**config.mk**
```make
export PLATFORM = sky130hd
export DESIGN_NAME = async_frame_tx
export DESIGN_NICKNAME = d
export VERILOG_FILES = /design/src/rtl/aft_pkg.sv /design/src/rtl/aft_bit_timer.sv /design/src/rtl/aft_parity_gen.sv /design/src/rtl/async_frame_tx.sv
export SDC_FILE = /design/constraint.sdc
export NUM_CORES = 1
export LEC_CHECK = 0
export ABC_AREA = 1
export BUFFER_PORTS_ARGS = -buffer_cell sky130_fd_sc_hd__buf_2
export CAP_MARGIN = 15
export CORE_UTILIZATION = 55
export DETAILED_ROUTE_END_ITERATION = 8
export PLACE_DENSITY_LB_ADDON = 0.3
export SLEW_MARGIN = 5
export SYNTH_ARGS = -nofsm -noshare
export SYNTH_HDL_FRONTEND = slang
export SYNTH_HIERARCHICAL = 1
export SYNTH_SLANG_ARGS = --single-unit
```
**constraint.sdc**
```tcl
create_clock -name clk -period 4.4 [get_ports clk]
set_clock_uncertainty 0.1 [all_clocks]
set_input_delay 0.22 -clock clk [delete_from_list [all_inputs] [get_ports clk]]
set_output_delay 0.22 -clock clk [all_outputs]
set_load 0.02 [all_outputs]
```
**src/rtl/aft_pkg.sv**
```systemverilog
package aft_pkg;

    typedef enum logic [2:0] {
        ST_IDLE,
        ST_START,
        ST_DATA,
        ST_PARITY,
        ST_STOP
    } aft_state_e;

    localparam int DATA_W  = 8;
    localparam int MIN_LEN = 5;

    localparam logic [1:0] PAR_ODD  = 2'd1;
    localparam logic [1:0] PAR_EVEN = 2'd2;

    localparam logic [1:0] STOP_ONE  = 2'd0;
    localparam logic [1:0] STOP_HALF = 2'd1;

endpackage

```
**src/rtl/aft_bit_timer.sv**
```systemverilog
module aft_bit_timer #(
    parameter int CNT_W = 10
) (
    input  logic             clk,
    input  logic             rst_n,
    input  logic             clear,
    input  logic [CNT_W-1:0] limit,
    output logic             done
);

    logic [CNT_W-1:0] cnt_q;

    assign done = !clear && (cnt_q == limit - CNT_W'(1));

    always_ff @(posedge clk or negedge rst_n) begin
        if (!rst_n) begin
            cnt_q <= '0;
        end else if (clear || done) begin
            cnt_q <= '0;
        end else begin
            cnt_q <= cnt_q + CNT_W'(1);
        end
    end

endmodule

```
**src/rtl/aft_parity_gen.sv**
```systemverilog
module aft_parity_gen #(
    parameter int DATA_W  = 8,
    parameter int MIN_LEN = 5
) (
    input  logic [DATA_W-1:0] data,
    input  logic [1:0]        len_sel,
    input  logic              odd_mode,
    output logic              par_bit
);

    logic [DATA_W-1:0] used;

    for (genvar g = 0; g < DATA_W; g++) begin : g_mask
        assign used[g] = data[g] & (g < MIN_LEN + int'(len_sel));
    end

    assign par_bit = (^used) ^ odd_mode;

endmodule

```
**src/rtl/async_frame_tx.sv**
```systemverilog
module async_frame_tx
    import aft_pkg::*;
#(
    parameter int CLK_HZ = 50_000_000,
    parameter int BAUD   = 115200
) (
    input  logic       clk,
    input  logic       rst_n,
    input  logic [7:0] tx_data,
    input  logic       tx_valid,
    input  logic [1:0] cfg_len,
    input  logic [1:0] cfg_par,
    input  logic [1:0] cfg_stop,
    output logic       line_out,
    output logic       busy
);

    localparam int CYC   = CLK_HZ / BAUD;
    localparam int HALF  = CYC / 2;
    localparam int CNT_W = $clog2(2 * CYC + 1);

    localparam logic [CNT_W-1:0] LIM_ONE  = CNT_W'(CYC);
    localparam logic [CNT_W-1:0] LIM_HALF = CNT_W'(CYC + HALF);
    localparam logic [CNT_W-1:0] LIM_TWO  = CNT_W'(2 * CYC);

    aft_state_e        state_q, state_nx;
    logic              accept;
    logic              tick;
    logic [CNT_W-1:0]  limit;

    logic [DATA_W-1:0] shreg_q, shreg_nx;
    logic [2:0]        bitidx_q;
    logic [2:0]        last_idx;
    logic [1:0]        len_q;
    logic [1:0]        stop_q;
    logic              paren_q;
    logic              parbit_q;
    logic              par_new;

    assign accept   = (state_q == ST_IDLE) && tx_valid;
    assign last_idx = 3'(MIN_LEN - 1) + {1'b0, len_q};

    // parity over the used data bits, evaluated at acceptance
    aft_parity_gen #(
        .DATA_W (DATA_W),
        .MIN_LEN(MIN_LEN)
    ) u_par (
        .data    (tx_data),
        .len_sel (cfg_len),
        .odd_mode(cfg_par == PAR_ODD),
        .par_bit (par_new)
    );

    // per-state period length
    always_comb begin
        limit = LIM_ONE;
        if (state_q == ST_STOP) begin
            unique case (stop_q)
                STOP_ONE:  limit = LIM_ONE;
                STOP_HALF: limit = LIM_HALF;
                default:   limit = LIM_TWO;
            endcase
        end
    end

    aft_bit_timer #(
        .CNT_W(CNT_W)
    ) u_timer (
        .clk  (clk),
        .rst_n(rst_n),
        .clear(state_q == ST_IDLE),
        .limit(limit),
        .done (tick)
    );

    // next-state logic
    always_comb begin
        state_nx = state_q;
        unique case (state_q)
            ST_IDLE:   if (accept) state_nx = ST_START;
            ST_START:  if (tick) state_nx = ST_DATA;
            ST_DATA: begin
                if (tick && bitidx_q == last_idx) begin
                    state_nx = paren_q ? ST_PARITY : ST_STOP;
                end
            end
            ST_PARITY: if (tick) state_nx = ST_STOP;
            ST_STOP:   if (tick) state_nx = ST_IDLE;
            default:   state_nx = ST_IDLE;
        endcase
    end

    // state register
    always_ff @(posedge clk or negedge rst_n) begin
        if (!rst_n) begin
            state_q <= ST_IDLE;
        end else begin
            state_q <= state_nx;
        end
    end

    // data shifter
    always_comb begin
        shreg_nx = shreg_q;
        if (accept) begin
            shreg_nx = tx_data;
        end else if (state_q == ST_DATA && tick) begin
            shreg_nx = shreg_q >> 1;
        end
    end

    // captured frame settings
    always_ff @(posedge clk or negedge rst_n) begin
        if (!rst_n) begin
            shreg_q  <= '0;
            bitidx_q <= '0;
            len_q    <= '0;
            stop_q   <= '0;
            paren_q  <= 1'b0;
            parbit_q <= 1'b0;
        end else begin
            shreg_q <= shreg_nx;
            if (accept) begin
                bitidx_q <= '0;
                len_q    <= cfg_len;
                stop_q   <= cfg_stop;
                paren_q  <= (cfg_par == PAR_ODD) || (cfg_par == PAR_EVEN);
                parbit_q <= par_new;
            end else if (state_q == ST_DATA && tick) begin
                bitidx_q <= bitidx_q + 3'd1;
            end
        end
    end

    // registered outputs, decoded from the next state
    always_ff @(posedge clk or negedge rst_n) begin
        if (!rst_n) begin
            line_out <= 1'b1;
            busy     <= 1'b0;
        end else begin
            busy <= (state_nx != ST_IDLE);
            unique case (state_nx)
                ST_START:  line_out <= 1'b0;
                ST_DATA:   line_out <= shreg_nx[0];
                ST_PARITY: line_out <= parbit_q;
                default:   line_out <= 1'b1;
            endcase
        end
    end

endmodule

```
==> impl_metrics.py <==
metrics = {
    "outcome": {
        "status": "complete, no violations",
    },
    "worst_setup_path": {
        "crit_type": "flop to flop",
        "reg2reg_depth": 21,
        "required_ns": 4.46,
        "rrSetupSlack_ns": 0.72,
        "end_kind": "flop",
        "cp-startpoint": "state_q[0]",
        "worstSetupStartpointType": "flop",
        "path_max_fanout": 8,
        "crit_arrival_ns": 3.74,
        "reg2reg_to": "busy",
        "r2r-start": "state_q[0]",
    },
    "timing": {
        "fin_crit_ns": 3.676,
        "fin_tns_setup_ns": 0,
        "max_slew.worst_pin.slew_ns": 0.7197,
        "hold_viol": 0,
        "drv_slew": 0,
        "hold-worst-slack_ns": 0.06456,
        "rsz0062_at_grt": "no",
        "final-setup-viol-count": 0,
        "finalCritPeriodShare": 0.8354,
        "max_slew_margin": 0.5202,
        "fmax_mhz": 272.1,
    },
    "yosys": {
        "synth_area_sq_um": 2151,
        "synth_area_per_cell_sq_um": 6.894,
        "synthCells": 312,
        "synth_seq_cells": 32,
        "ys_warn_count": 6,
        "ys_seq_area_frac": 0.3729,
        "syn_nets": 333,
        "synthDistinctLibCells": 31,
    },
    "layout": {
        "regArea_sq_um": 802.0,
        "final_cell_mix": "nand2_1, inv_1, nor2_1",
        "final_common_cell": "nand2_1",
        "fin_nets": 357,
        "multi_input_area_sq_um": 1121,
        "diodes": 0,
        "fillers": 354,
        "finish.cell_count_without_fillers": 385,
        "syn_to_final_growth_pct": 11.17,
        "drive_gt1_frac": 0.1395,
        "finalInstanceArea_sq_um": 2391,
    },
    "placement": {
        "place_hpwl_mm": 3.206,
        "placed_area_sq_um": 2291,
        "dp_cells": 376,
        "io_buffer_count": 18,
        "gp_congestion": 0.8757,
    },
    "drt": {
        "via_per_inst": 4.945,
        "routedWlPerCell_microns": 10.78,
        "initialDrtViolationCount": 94,
        "dr.pass1.iters": 4,
        "route.vias.total": 1904,
        "ant_nets": 0,
        "drcViolationCount": 0,
        "drt-total-wl_mm": 4.152,
    },
    "floorplan": {
        "core_area_sq_um": 3716,
        "io_pins": 19,
        "die_area_sq_um": 4165,
        "initial_core_util": 0.5788,
        "die_h_microns": 64.54,
        "rows": 22,
        "die_width_microns": 64.54,
    },
    "clock_network": {
        "cts.clk_slew.worst_paths_ns": 0.06,
        "cts_made_buffers": 5,
        "cts_max_level": 2,
        "clockBufferDepth": 2,
        "post_cts_resized": 0,
        "cts_tree": "done",
        "clockRootBuffer": "clkbuf_8",
        "clock_latency_ns": 0.28,
        "cts.sinks": 32,
    },
    "hold_path": {
        "min_to": "stop_q[0]",
        "min_from": "cfg_stop[0]",
        "hold_class": "input port to flop",
        "holdPathStages": 3,
    },
    "pwr": {
        "power_density_nw_per_um2": 232.9,
        "finalPower_uw": 556.8,
        "p_leak_nw": 1.347,
        "ir_drop_uv": 155.2,
    },
    "grt": {
        "grt.total_usage": 0.2300,
        "antenna_found_initial": 0,
        "grt_max_degree": 33,
        "first_global_vias": 1771,
        "grt_pass1_wl_mm": 7.286,
        "gr-total-overflow": 0,
    },
    "job": {
        "cap_violations": 0,
    },
}
==> per-stage QoR <==
step | setup slack (ns) | util
final | 0.7244 | 0.6434
after global routing | 0.3267 | 0.6434
after CTS | 0.7489 | 0.6434
after detailed placement | 0.7782 | 0.6165
after global placement | 0.9073 | 0.6165
after floorplan | 0.8698 | -
==> flip-flops by register name, indices dropped and copies added, names as in the netlist <==
signal         count
u_timer/cnt_q     10
shreg_q            8
bitidx_q           3
state_q            3
len_q              2
stop_q             2
busy               1
line_out           1
parbit_q           1
paren_q            1
==> worst max-delay path, stage by stage, from the launching register on <==
cell	delay, ns
dfrtp_1	0.45
nor2_1	0.15
nand2_1	0.11
nor2_1	0.37
inv_1	0.16
inv_1	0.12
ha_1	0.22
inv_1	0.07
nor2_1	0.13
nand2_1	0.08
nand3_1	0.08
nand3_1	0.08
nor2_1	0.15
nand3_2	0.13
nor2_1	0.19
buf_4	0.20
nand2_1	0.06
a21oi_1	0.17
nand3_1	0.12
nand2_1	0.09
nand4_1	0.09
or2_1	0.24
==> how the worst max path moves through the flow <==
stage | slack, ns | cells past startpoint | to
2_1_floorplan | 0.87 | 21 | busy
3_3_place_gp | 0.91 | 22 | busy
3_5_place_dp | 0.78 | 22 | busy
4_1_cts | 0.75 | 22 | busy
5_1_grt | 0.33 | 21 | busy
6_report | 0.72 | 21 | busy
==> what timing repair did <==
action / CTS / global route
setup buffers: 0 / 0
hold buffers: 1 / 0
endpoints found under the hold margin: 31 / 0
==> routing by layer <==
metal	track usage	up-vias	wire [microns]
met3	0.05458	5	104
met1	0.2594	857	1859
met5	0	-	0
li1	-	1019	-
met2	0.4118	23	2143
met4	0.09722	0	45
==> report_power, final <==
group / internal (mW) / switching [mW]
Combinational: 0.0127 / 0.0212
Sequential: 0.294 / 0
Clock: 0.127 / 0.101
Total: 0.434 / 0.122
==> synthesized netlist by cell type (all sizes together) <==
| library cell | number | share of area |
|---|---|---|
| buf | 4 | 0.012 |
| o211ai | 1 | 0.0035 |
| inv | 54 | 0.094 |
| dfstp | 1 | 0.012 |
| xnor2 | 6 | 0.024 |
| nand3 | 29 | 0.074 |
| a31oi | 1 | 0.0029 |
| dfrtp | 31 | 0.36 |
| nand2 | 93 | 0.18 |
| o31ai | 1 | 0.0035 |
| o221ai | 2 | 0.0081 |
| ha | 4 | 0.023 |
| xor2 | 7 | 0.029 |
| a21oi | 2 | 0.0047 |
| and2 | 1 | 0.0029 |
| o21ai | 10 | 0.023 |
| o22ai | 2 | 0.0058 |
| or2 | 1 | 0.0029 |
| nor3 | 4 | 0.017 |
| nand4 | 4 | 0.012 |
| nor2 | 54 | 0.11 |
==> cells by family (layout without fill, tap and decap cells) <==
| kind of cell | Yosys count | after routing | share of synthesized area |
|---|---|---|---|
| compound gates | 19 | 19 | 0.05178 |
| xor+xnor | 13 | 13 | 0.05294 |
| fa+ha+maj | 4 | 4 | 0.02327 |
| buf+inv | 58 | 83 | 0.1059 |
| flops | 32 | 32 | 0.3729 |
| simple gates | 186 | 186 | 0.3933 |
==> area by class of cell <==
type | count | area share
multi-input combinational | 222 | 0.4689
sequential | 32 | 0.3354
inverter | 54 | 0.08477
timing repair buffer | 21 | 0.04814
clock buffer | 8 | 0.03768
tap | 48 | 0.02512
Power figures use the tool's default switching activity.
